$ cat config.mk
export PLATFORM = sky130hd
export DESIGN_NAME = irq_tracker
export DESIGN_NICKNAME = d
export VERILOG_FILES = /design/src/rtl/irqt_pkg.sv /design/src/rtl/irqt_lowest_sel.sv /design/src/rtl/irqt_pend_bank.sv /design/src/rtl/irqt_seq.sv /design/src/rtl/irq_tracker.sv
export SDC_FILE = /design/constraint.sdc
export NUM_CORES = 1
export LEC_CHECK = 0
export BUFFER_PORTS_ARGS = -buffer_cell sky130_fd_sc_hd__clkbuf_2
export CAP_MARGIN = 5
export CORE_UTILIZATION = 56
export CTS_BUF_LIST = sky130_fd_sc_hd__clkbuf_8
export DETAILED_ROUTE_END_ITERATION = 6
export GPL_ROUTABILITY_DRIVEN = 0
export PLACE_DENSITY = 0.82
export SLEW_MARGIN = 20
export SYNTH_ARGS = -nofsm -noshare
export SYNTH_HDL_FRONTEND = slang
export SYNTH_SLANG_ARGS = --single-unit
export TNS_END_PERCENT = 10
$ cat constraint.sdc
create_clock -name clk -period 3.7 [get_ports clk]
set_input_delay 0.74 -clock clk [delete_from_list [all_inputs] [get_ports clk]]
set_output_delay 0.74 -clock clk [all_outputs]
set_load 0.1 [all_outputs]
$ cat src/rtl/irqt_pkg.sv
package irqt_pkg;

    typedef enum logic [0:0] {
        ST_THREAD  = 1'b0,
        ST_HANDLER = 1'b1
    } run_state_t;

    typedef enum logic [1:0] {
        RA_SETPEND = 2'd0,
        RA_CLRPEND = 2'd1,
        RA_ACTIVE  = 2'd2,
        RA_STATUS  = 2'd3
    } reg_addr_t;

    localparam int PEND_FLAG_BIT = 22;

endpackage

$ cat src/rtl/irqt_lowest_sel.sv
module irqt_lowest_sel #(
    parameter int NUM_IRQ = 32,
    localparam int IDX_W  = (NUM_IRQ > 1) ? $clog2(NUM_IRQ) : 1
) (
    input  logic [NUM_IRQ-1:0] req,
    output logic [NUM_IRQ-1:0] grant,
    output logic [IDX_W-1:0]   grant_idx,
    output logic               any_req
);

    logic [NUM_IRQ:0] below;

    assign below[0] = 1'b0;

    generate
        for (genvar g = 0; g < NUM_IRQ; g++) begin : g_chain
            assign grant[g]   = req[g] & ~below[g];
            assign below[g+1] = below[g] | req[g];
        end
    endgenerate

    assign any_req = below[NUM_IRQ];

    always_comb begin
        grant_idx = '0;
        for (int i = NUM_IRQ - 1; i >= 0; i--) begin
            if (req[i]) begin
                grant_idx = IDX_W'(i);
            end
        end
    end

endmodule

$ cat src/rtl/irqt_pend_bank.sv
module irqt_pend_bank #(
    parameter int NUM_IRQ = 32
) (
    input  logic               clk,
    input  logic               rst,
    input  logic [NUM_IRQ-1:0] set_mask,
    input  logic [NUM_IRQ-1:0] clr_mask,
    input  logic [NUM_IRQ-1:0] taken_mask,
    output logic [NUM_IRQ-1:0] pend
);

    logic [NUM_IRQ-1:0] pend_next;

    always_comb begin
        pend_next = ((pend & ~taken_mask) | set_mask) & ~clr_mask;
    end

    always_ff @(posedge clk) begin
        if (rst) begin
            pend <= '0;
        end else begin
            pend <= pend_next;
        end
    end

endmodule

$ cat src/rtl/irqt_seq.sv
module irqt_seq
    import irqt_pkg::*;
#(
    parameter int NUM_IRQ    = 32,
    parameter int EXC_W      = 8,
    parameter int EXC_OFFSET = 16,
    localparam int IDX_W     = (NUM_IRQ > 1) ? $clog2(NUM_IRQ) : 1
) (
    input  logic               clk,
    input  logic               rst,
    input  logic               any_pend,
    input  logic [NUM_IRQ-1:0] grant,
    input  logic [IDX_W-1:0]   grant_idx,
    input  logic               exc_return,
    output logic [NUM_IRQ-1:0] taken_mask,
    output logic [NUM_IRQ-1:0] active,
    output logic [EXC_W-1:0]   exc_num,
    output logic               exc_take,
    output logic               handler_mode
);

    run_state_t state_q, state_d;
    logic       do_enter;
    logic       do_leave;

    // transition decode
    always_comb begin
        state_d  = state_q;
        do_enter = 1'b0;
        do_leave = 1'b0;
        unique case (state_q)
            ST_THREAD: begin
                if (any_pend) begin
                    state_d  = ST_HANDLER;
                    do_enter = 1'b1;
                end
            end
            ST_HANDLER: begin
                if (exc_return) begin
                    state_d  = ST_THREAD;
                    do_leave = 1'b1;
                end
            end
            default: state_d = ST_THREAD;
        endcase
    end

    // state register
    always_ff @(posedge clk) begin
        if (rst) begin
            state_q <= ST_THREAD;
        end else begin
            state_q <= state_d;
        end
    end

    // registered outputs
    always_ff @(posedge clk) begin
        if (rst) begin
            active   <= '0;
            exc_num  <= '0;
            exc_take <= 1'b0;
        end else begin
            exc_take <= do_enter;
            if (do_enter) begin
                active  <= grant;
                exc_num <= EXC_W'(grant_idx) + EXC_W'(EXC_OFFSET);
            end else if (do_leave) begin
                active  <= '0;
                exc_num <= '0;
            end
        end
    end

    assign taken_mask   = do_enter ? grant : '0;
    assign handler_mode = (state_q == ST_HANDLER);

endmodule

$ cat src/rtl/irq_tracker.sv
module irq_tracker
    import irqt_pkg::*;
#(
    parameter int NUM_IRQ    = 32,
    parameter int DATA_W     = 32,
    parameter int EXC_W      = 8,
    parameter int EXC_OFFSET = 16,
    localparam int IDX_W     = (NUM_IRQ > 1) ? $clog2(NUM_IRQ) : 1
) (
    input  logic              clk,
    input  logic              rst,
    input  logic              wr_en,
    input  logic [1:0]        wr_addr,
    input  logic [DATA_W-1:0] wr_data,
    input  logic [1:0]        rd_addr,
    output logic [DATA_W-1:0] rd_data,
    input  logic              exc_return,
    output logic              exc_take,
    output logic [EXC_W-1:0]  exc_num,
    output logic              handler_mode
);

    logic [NUM_IRQ-1:0] pend_q;
    logic [NUM_IRQ-1:0] active_q;
    logic [NUM_IRQ-1:0] set_mask;
    logic [NUM_IRQ-1:0] clr_mask;
    logic [NUM_IRQ-1:0] taken_mask;
    logic [NUM_IRQ-1:0] grant;
    logic [IDX_W-1:0]   grant_idx;
    logic               any_pend;
    logic [DATA_W-1:0]  status_word;

    always_comb begin
        set_mask = '0;
        clr_mask = '0;
        if (wr_en && (wr_addr == RA_SETPEND)) begin
            set_mask = wr_data[NUM_IRQ-1:0];
        end
        if (wr_en && (wr_addr == RA_CLRPEND)) begin
            clr_mask = wr_data[NUM_IRQ-1:0];
        end
    end

    irqt_pend_bank #(.NUM_IRQ(NUM_IRQ)) u_bank (
        .clk        (clk),
        .rst        (rst),
        .set_mask   (set_mask),
        .clr_mask   (clr_mask),
        .taken_mask (taken_mask),
        .pend       (pend_q)
    );

    irqt_lowest_sel #(.NUM_IRQ(NUM_IRQ)) u_sel (
        .req       (pend_q),
        .grant     (grant),
        .grant_idx (grant_idx),
        .any_req   (any_pend)
    );

    irqt_seq #(
        .NUM_IRQ    (NUM_IRQ),
        .EXC_W      (EXC_W),
        .EXC_OFFSET (EXC_OFFSET)
    ) u_seq (
        .clk          (clk),
        .rst          (rst),
        .any_pend     (any_pend),
        .grant        (grant),
        .grant_idx    (grant_idx),
        .exc_return   (exc_return),
        .taken_mask   (taken_mask),
        .active       (active_q),
        .exc_num      (exc_num),
        .exc_take     (exc_take),
        .handler_mode (handler_mode)
    );

    always_comb begin
        status_word                = '0;
        status_word[EXC_W-1:0]     = exc_num;
        status_word[PEND_FLAG_BIT] = any_pend;
    end

    always_comb begin
        unique case (rd_addr)
            RA_SETPEND: rd_data = DATA_W'(pend_q);
            RA_CLRPEND: rd_data = DATA_W'(pend_q);
            RA_ACTIVE:  rd_data = DATA_W'(active_q);
            RA_STATUS:  rd_data = status_word;
            default:    rd_data = '0;
        endcase
    end

endmodule

# [Word-level counts from Yosys, hierarchy flattened]
# Cells that the tools add are included.
[word_totals] ff_bits=74 wordCells=161
[classes] addsub=1 n_eq_ne=4 n_mux=46 bitwise_logic=99 reduce_logical=6
[ops] operator="two-way mux 32 bit" count=5
[ops] operator="two-way mux 5 bit" count=32
[ops] operator="one-hot mux 32 bit (3 select lines)" count=1
[ops] operator="AND 32 bit" count=2
[ops] operator="inverter 32 bit" count=2
[ops] operator="inverter 1 bit" count=32
[ops] operator="bitwise OR 32 bit" count=1
[ops] operator="AND 1 bit" count=31
[ops] operator="bitwise OR 1 bit" count=31
[ops] operator="two-way mux 8 bit" count=2
[ops] operator="adder 5 x 5 -> 6 bit (second input constant)" count=1
[ops] operator="two-way mux 1 bit" count=5
[ops] operator="== test 2 x 1 -> 1 bit (second input constant)" count=2
[ops] operator="== test 2 bit (second input constant)" count=2
[ops] operator="zero test 2 bit" count=2
[ops] operator="logical AND 1 bit" count=2
[ops] operator="one-hot mux 1 bit (2 select lines)" count=1
[ops] operator="nonzero test 2 bit" count=1
[ops] operator="OR reduction 2 bit" count=1

# [Logic depth before layout (Yosys ltp)]
# Gate-level depths: netlist of the first run.
[logic_depth] ltp_word=38 mapped_depth=8 ltp_nobuf=5

# [Hierarchy]
# Synthesis of the first run repeated with hierarchy kept, for this count alone.
[hier_totals] hier_cells=625 hier_area_um2=4942.2
[by_module_without_submodules] mod="irqt_seq" instances=1 cells_per_inst=214 area_each_um2=1968.1
[by_module_without_submodules] mod="irqt_pend_bank" instances=1 cells_per_inst=131 area_each_um2=1234.9
[by_module_without_submodules] mod="irq_tracker" instances=1 cells_per_inst=166 area_each_um2=952.2
[by_module_without_submodules] mod="irqt_lowest_sel" instances=1 cells_per_inst=114 area_each_um2=787.0

# [Worst setup path after synthesis of the first run]
# No wires, ideal clock.
[synth_timing] kind="input-to-output" start="input port rd_addr[0]" end="output port rd_data[0]" t_arrival_ns=2.965 t_required_ns=2.960 path_slack_ns=-0.005 cell_stages=4 n_path_buf=2 path_cell_list="clkbuf_1 > clkbuf_1 > mux2i_1 > a21oi_1"
[synth_via] elab_chain_cells=3
[synth_lines] item="start, declared" line_no="irq_tracker.sv:15" source="input logic [1:0] rd_addr,"
[synth_lines] item="== test 2 x 1 -> 1 bit or zero test 2 bit (tied branches)" line_no="irq_tracker.sv:85" source="unique case (rd_addr)"
[synth_lines] item="OR reduction 2 bit (no source line)"
[synth_lines] item="one-hot mux 32 bit (3 select lines) (*)" line_no="irq_tracker.sv:85"
[synth_lines] item="end, declared" line_no="irq_tracker.sv:16" source="output logic [DATA_W-1:0] rd_data,"
# Mark *: on every way between the ends. The rest lies on a longest branch, timed or not.

# [Worst setup path in the final report of the first run]
[layout_timing] start="register u_bank.pend[4]" end="output port rd_data[22]"
[layout_via] elab_chain_cells=29
[layout_lines] item="start, declared" line_no="irqt_pend_bank.sv:9" source="output logic [NUM_IRQ-1:0] pend"
[layout_lines] item="start signal, assigned" line_no="irqt_pend_bank.sv:22" source="pend <= pend_next;"
[layout_lines] item="bitwise OR 1 bit (28 in series)" line_no="irqt_lowest_sel.sv:18" source="assign below[g+1] = below[g] | req[g];"
[layout_lines] item="one-hot mux 32 bit (3 select lines)" line_no="irq_tracker.sv:85"
# Every way passes these cells.

==> results of run 1 <==
## report_power, final
part	total (mW)	internal [mW]	switching, mW
registers	0.849	0.806	0.0432
clock network	0.647	0.346	0.302
logic	0.615	0.158	0.457
## stage by stage
| step | util (%) | instance area, µm² |
|---|---|---|
| after floorplan | - | 3770 |
| after global placement | 64.7 | 4160 |
| after detailed placement | 64.7 | 4160 |
| after CTS | 68.0 | 4360 |
| after global routing | 68.0 | 4360 |
| final | 68.0 | 4360 |
## how the worst max path moves through the flow
stage	end	slack [ns]	cells after the start
floorplan	rd_data[1]	-0.005	4
global placement	rd_data[22]	0.50	6
detailed placement	rd_data[22]	0.47	6
CTS	rd_data[22]	0.08	6
global route	rd_data[22]	0.08	6
finish	rd_data[22]	0.16	6
## worst max-delay path, cell delays in order, from the launching register on
cell	delay, ns
dfxtp_1	0.41
or4_4	0.58
or4_4	0.63
nor2_2	0.16
a21oi_1	0.07
mux2_2	0.30
buf_2	0.29
## cell usage in the layout (no fill, tap or decap), drive strengths merged, types with 2 or more instances in the layout
cell and count:
or2 6, nand4 3, o211ai 5, a21oi 22, nor4 16, or4 7
a211oi 2, clkbuf 89, a31oi 5, nor2 37, nand3 18, dfxtp 72
conb 2, o22ai 38, nor2b 3, clkinv 2, nor3 12, a32o 17
buf 11, nand2b 2, o21a 2, clkinvlp 2, nand2 77, o311ai 2
o2111ai 5, o21ai 19, a211o 2, a22o 11, mux2i 8, inv 28
o31ai 6
## layer usage
layer  share of wire [%]  vias up  GRT usage, %
li1                    -     1889             -
met1                  45     1878          39.9
met2                  46      188          47.5
met3                 6.9       17          4.75
met4                 2.0        0          12.9
met5                   0        -             0
## sequential cells by signal, summed over array words and instances (netlist names)
register,count
u_seq.exc_take,1
u_seq.exc_num,6
u_seq.active,32
u_seq.handler_mode,1
u_bank.pend,32
## cell type report
type                    instances  area [µm²]  area share (%)
well taps                      77        96.3            2.21
clock inverters                 5        55.1            1.26
clock buffers                  11         151            3.47
inverters                      28         105            2.41
multi-input cells             342        2030            46.6
repair buffers                 89         483            11.1
flip-flops and latches         72        1440            33.0
## cell families after synthesis
family                 Yosys count
AND/OR/NAND/NOR                188
AO/OA/AOI/OAI                  143
flip-flops                      72
buffers and inverters           71
multiplexers                     9
other                            1
## repair_timing
action | CTS | global route
endpoints found under the hold margin | 0 | 0
endpoints found under the setup margin | 0 | 1
resized for setup | 0 | 1
==> summary.md, run 1 <==
| Metric | Value |
|---|---|
| Seq/Total Area, Yosys | `38.3%` |
| Critical Path AT | `2.80 ns` |
| Tmin final | `3.54 ns` |
| Pwr Total | `2.11 mW` |
| Slew @ Worst Pin | `0.837 ns` |
| Worst-Skew Late Latency | `0.35 ns` |
| Final hold vios | `0` |
| Root Driver | `clkbuf_8` |
| Clk_skew | `0.00764 ns` |
| Fin cells | `624` |
| Initial Util | `58.6%` |
| Initial antenna violation count | `0` |
| Share of layout cells above drive strength 1 | `23.0%` |
| Synth warnings | `0` |
| Xor/xnor cell area share of the yosys netlist | `0%` |
| FF-to-FF path depth | `5` |
| Async SR Flop Fraction | `0%` |
| Largest family of logic cells by synthesized area | `compound AO/OA/AOI/OAI gates` |
| Die X | `84.0 µm` |
| Most numerous cell in the Yosys netlist | `nand2_1` |
| Grt ovf | `0` |
| Placed cells | `608` |
| Synth Area per Inst | `7.77 µm²` |
| Post-synthesis mux area share | `2.43%` |
| Crit Path Max Fanout | `10` |
| Port Buffer Count | `79` |
| Most used flip-flop cell after synthesis | `dfxtp_1` |
| Hold_buf cts | `0` |
| Setup Viol. Count Final | `0` |
| Adder-Cell Fraction of Synth Area | `0%` |
| GRT Util Overall | `29.8%` |
| Power per cell area | `484 nW/µm²` |
| Worst Hold End | `u_seq.active[29]` |
| CTS tree | `done` |
| RR Endpoint | `u_bank.pend[27]` |
| FILL cells | `531` |
| Largest net degree at the start of global routing | `64` |
| Rows | `29` |
| CTS HTree Levels | `3` |
| Clock sink count | `72` |
| EDFF count, synth | `0` |
| Post-synth top area share | `38.3%` |
| Final HPWL DP | `7.26 mm` |
| Crit path kind | `reg2out` |
| I/O pins | `82` |
| Maximum clock path buffer count | `2` |
| Final nets | `582` |
| Worst slack, placed | `0.469 ns` |
| Post-Synth Simple-Gate Area | `24.2%` |
| Failing checks | `DRC` |
| Max Cap Viol | `0` |
| Layout area overhead | `16.0%` |
| Max rail drop VDD | `0.226 mV` |
| Synth cell count leaders | `nand2_1, dfxtp_1, o22ai_1` |
| Type of the most critical hold path | `reg2reg` |
| Worst reg2reg path startpoint | `u_bank.pend[4]` |
| Crit path from | `u_bank.pend[4]` |
| Slew Viols, Final | `0` |
| Final Cycle Share | `95.6%` |
| Core area | `6420 µm²` |
| Cells after Synth | `484` |
| Synth area leader | `dfxtp_1` |
| Fin worst setup slack | `0.163 ns` |
| Initial drt markers | `337` |
| RSZ-0062 raised after global routing | `no` |
| Worst Hold Launch | `u_seq.active[29]` |
| Compound-Gate Fraction of Synth Area | `27.1%` |
| First-pass GRT wire length | `16.8 mm` |
| Cell Area, Synth | `3760 µm²` |
| Routed vias | `3,972` |
| Synth top area cells | `dfxtp_1, nand2_1, o22ai_1` |
| Die footprint | `7050 µm²` |
| Post-DRT Antenna Nets | `0` |
| Crit. End Element | `primary output` |
| Post-CTS Setup Inserts | `0` |
| Wirelength, routed | `10.3 mm` |
| R2r setup slk | `1.03 ns` |
| Yosys reg bits | `72` |
| Num CTS Buffers | `9` |
| Status | `finished with violations` |
| Distinct cells, synth | `52` |
| Vias in the first global route | `3,581` |
| Fmax achieved | `0.283 GHz` |
| Leak | `1.73 nW` |
| DIE HEIGHT | `84.0 µm` |
| Vias per Instance | `6.37` |
| Worst-path clk slew | `0.08 ns` |
| DR pass1 iterations | `7` |
| Diodes inserted | `0` |
| WP data required | `2.96 ns` |
| DRC | `12` |
| Setup_tns | `0 ns` |
| Routed len/inst | `16.5 µm` |
| CP Launch Type | `register` |
| Worst hold path depth | `2` |
| Fin Hold WS | `0.458 ns` |
| Max-slew headroom | `43.9%` |
No activity file was read; power rests on OpenSTA's default activity.
==> inputs of run 2 (changes only) <==
--- a/config.mk
+++ b/config.mk
@@ -7,11 +7,10 @@
 export LEC_CHECK = 0
 export BUFFER_PORTS_ARGS = -buffer_cell sky130_fd_sc_hd__clkbuf_2
 export CAP_MARGIN = 5
-export CORE_UTILIZATION = 56
+export CORE_UTILIZATION = 37
 export CTS_BUF_LIST = sky130_fd_sc_hd__clkbuf_8
 export DETAILED_ROUTE_END_ITERATION = 6
 export GPL_ROUTABILITY_DRIVEN = 0
-export PLACE_DENSITY = 0.82
 export SLEW_MARGIN = 20
 export SYNTH_ARGS = -nofsm -noshare
 export SYNTH_HDL_FRONTEND = slang
==> constraint.sdc (replaced) <==
create_clock -name clk -period 3.6 [get_ports clk]
set_input_delay 0.72 -clock clk [delete_from_list [all_inputs] [get_ports clk]]
set_output_delay 0.72 -clock clk [all_outputs]
set_load 0.1 [all_outputs]
==> run 2 against run 1 <==
The flow now finishes without violations. Sequential share of layout area is 0.70 points lower. Hold slack got worse by 0.0026 ns. Worst setup slack gained 0.014 ns. Routed wire length is 9.2% higher. Cell count increased by 9.5%. Critical path type unchanged. Critical endpoint unchanged. Largest cell class unchanged.
==> summary.md, run 2 (same netlist as run 1, synthesis figures left out) <==
| Metric | Value |
|---|---|
| Met2 wire length | `5.00 mm (+4.2%)` |
| Root Driver | `clkbuf_8` |
| Critical Path AT | `2.70 ns (-0.10 ns)` |
| Top Metal Used | `met4` |
| Fin worst setup slack | `0.177 ns (+0.0141 ns)` |
| Met1 WL | `5.47 mm (+19%)` |
| Final hold vios | `0 (unchanged)` |
| FILL cells | `1,007 (+90%)` |
| Worst-path clk slew | `0.08 ns (about the same)` |
| Max-slew headroom | `42.0% (-1.9 points)` |
| Sw Share | `38.2% (+0.23 points)` |
| Crit Path Max Fanout | `10 (unchanged)` |
| Initial Util | `38.3% (-20 points)` |
| Final design utilization | `45.4% (-23 points)` |
| Internal power | `1.35 mW (+3.2%)` |
| CP max-delay cell | `or4_4` |
| Type of the most critical hold path | `reg2reg` |
| Commonest cells after routing, fill and taps aside | `clkbuf_2, nand2_1, dfxtp_1, o22ai_1, nor2_1` |
| CP cell instances | `or4_4, or4_4, nor2_2, a21oi_1, mux2_2, buf_12` |
| Tmin final | `3.42 ns` |
| # resized after CTS | `0 (unchanged)` |
| Vias in the first global route | `3,411 (-4.7%)` |
| Final nets | `585 (+0.52%)` |
| Core area | `9820 µm² (+53%)` |
| Crit-path max cell delay | `0.63 ns (about the same)` |
| Fin cells | `683 (+9.5%)` |
| Slew @ Worst Pin | `0.866 ns (+0.0290 ns)` |
| Wirelength, routed | `11.3 mm (+9.2%)` |
| DR pass1 iterations | `5 (-2)` |
| Diodes inserted | `0 (unchanged)` |
| Die X | `103 µm (+22%)` |
| Leak | `1.74 nW (+0.75%)` |
| GRT Util Overall | `22.0% (-7.8 points)` |
| Commonest non-fill, non-tap cell in the layout | `clkbuf_2` |
| RSZ-0062 raised after global routing | `no` |
| NetSw | `0.836 mW (+4.3%)` |
| Sequential power share | `39.8% (-0.4 points)` |
| WP data required | `2.88 ns (-0.08 ns)` |
| DIE HEIGHT | `103 µm (+22%)` |
| Worst slack, placed | `0.548 ns (+0.0793 ns)` |
| Share of layout cells above drive strength 1 | `23.5% (+0.42 points)` |
| First-pass GRT wire length | `17.7 mm (+5.1%)` |
| Rows | `36 (+24%)` |
| Num CTS Buffers | `9 (unchanged)` |
| Vias per Instance | `5.67 (-11%)` |
| Status | `finished clean` |
| Clock sink count | `72 (unchanged)` |
| CTS tree | `done` |
| Crit. End Element | `primary output` |
| Final Cycle Share | `95.1%` |
| Power per cell area | `491 nW/µm² (+1.4%)` |
| Maximum clock path buffer count | `2 (unchanged)` |
| Setup_tns | `0 ns (unchanged)` |
| Clk_skew | `0.00784 ns (+0.000205 ns)` |
| Fmax achieved | `0.292 GHz` |
| Routed len/inst | `16.5 µm (-0.27%)` |
| I/O pins | `82 (unchanged)` |
| Port Buffer Count | `79 (unchanged)` |
| Worst-Skew Late Latency | `0.35 ns (about the same)` |
| CTS HTree Levels | `3 (unchanged)` |
| Max Cap Viol | `0 (unchanged)` |
| Layout area overhead | `18.6%` |
| CP dominant cell by count | `or4_4` |
| Setup Viol. Count Final | `0 (unchanged)` |
| Clk pwr share | `30.8% (about the same)` |
| Die footprint | `10,600 µm² (+50%)` |
| Multi-input logic area | `2030 µm² (unchanged)` |
| Grt ovf | `0 (unchanged)` |
| Initial antenna violation count | `0 (unchanged)` |
| Post-DRT Antenna Nets | `0 (unchanged)` |
| Placed cells | `667 (+9.7%)` |
| Largest net degree at the start of global routing | `34 (-47%)` |
| Initial drt markers | `243 (-28%)` |
| Max rail drop VDD | `0.239 mV (+5.7%)` |
| CP Launch Type | `register` |
| Crit path kind | `reg2out` |
| Register area | `1440 µm² (unchanged)` |
| Final HPWL DP | `8.01 mm (+10%)` |
| Slew Viols, Final | `0 (unchanged)` |
| DRC | `0 (-12)` |
| Top Registers | `u_bank.pend (32), u_seq.active (32), u_seq.exc_num (6)` |
| Hold_buf cts | `0 (unchanged)` |
| Routed vias | `3,872 (-2.5%)` |
| WL met3 | `674 µm (-5.6%)` |
| Gate power share | `29.4% (+0.3 points)` |
| Post-CTS Setup Inserts | `0 (unchanged)` |
[run 2: cell count changes in the layout (fill, tap and decap cells not counted)]
cell,before,now
buf_2,1,0
buf_4,9,13
[run 2: cell type report]
class	count	share of cell area, %
Clock buffer	11	3.40
Clock inverter	5	1.23
Inverter	28	2.36
Multi-Input combinational cell	342	45.6
Sequential cell	72	32.3
Tap cell	133	3.73
Timing Repair Buffer	92	11.4
[run 2: per-stage QoR]
stage / cell area, µm² / hold WS [ns] / power (mW)
final: 4460 / 0.455 / 2.19
after detailed placement: 4250 / 0.442 / 1.53
after global placement: 4250 / 0.436 / 1.52
after floorplan: 3770 / 0.425 / 1.37
after global routing: 4460 / 0.477 / 2.28
after CTS: 4460 / 0.461 / 2.19
[run 2: metal layers]
metal / vias to the layer above / track usage, %
li1: 1894 / -
met4: 0 / 6.28
met2: 144 / 34.1
met1: 1823 / 31.2
met3: 11 / 4.00
met5: - / 0
[run 2: power groups by stage]
stage                     Clock (mW)  Combinational (mW)  Sequential (mW)
after floorplan                    0               0.396            0.973
after global placement             0               0.636            0.888
after detailed placement           0               0.639            0.890
after CTS                      0.677               0.641            0.871
after global routing           0.717               0.687            0.877
final                          0.673               0.643            0.872
[run 2: final timing paths]
kind / start / end / slack (ns) / depth (start not counted)
setup / recovery: u_bank.pend[4] / rd_data[22] / 0.18 / 6
hold / removal: u_seq.active[28] / u_seq.active[28] / 0.46 / 2
setup reg to reg: u_bank.pend[4] / u_seq.active[21] / 0.81 / 6
hold reg to reg: u_seq.active[28] / u_seq.active[28] / 0.46 / 2
[run 2: critical path, delay by kind of cell, from the launching register on]
family / cells / cell delay, ns
buffers and inverters: 1 / 0.17
AO/OA/AOI/OAI: 1 / 0.07
flip-flops: 1 / 0.41
AND/OR/NAND/NOR: 3 / 1.36
multiplexers: 1 / 0.33
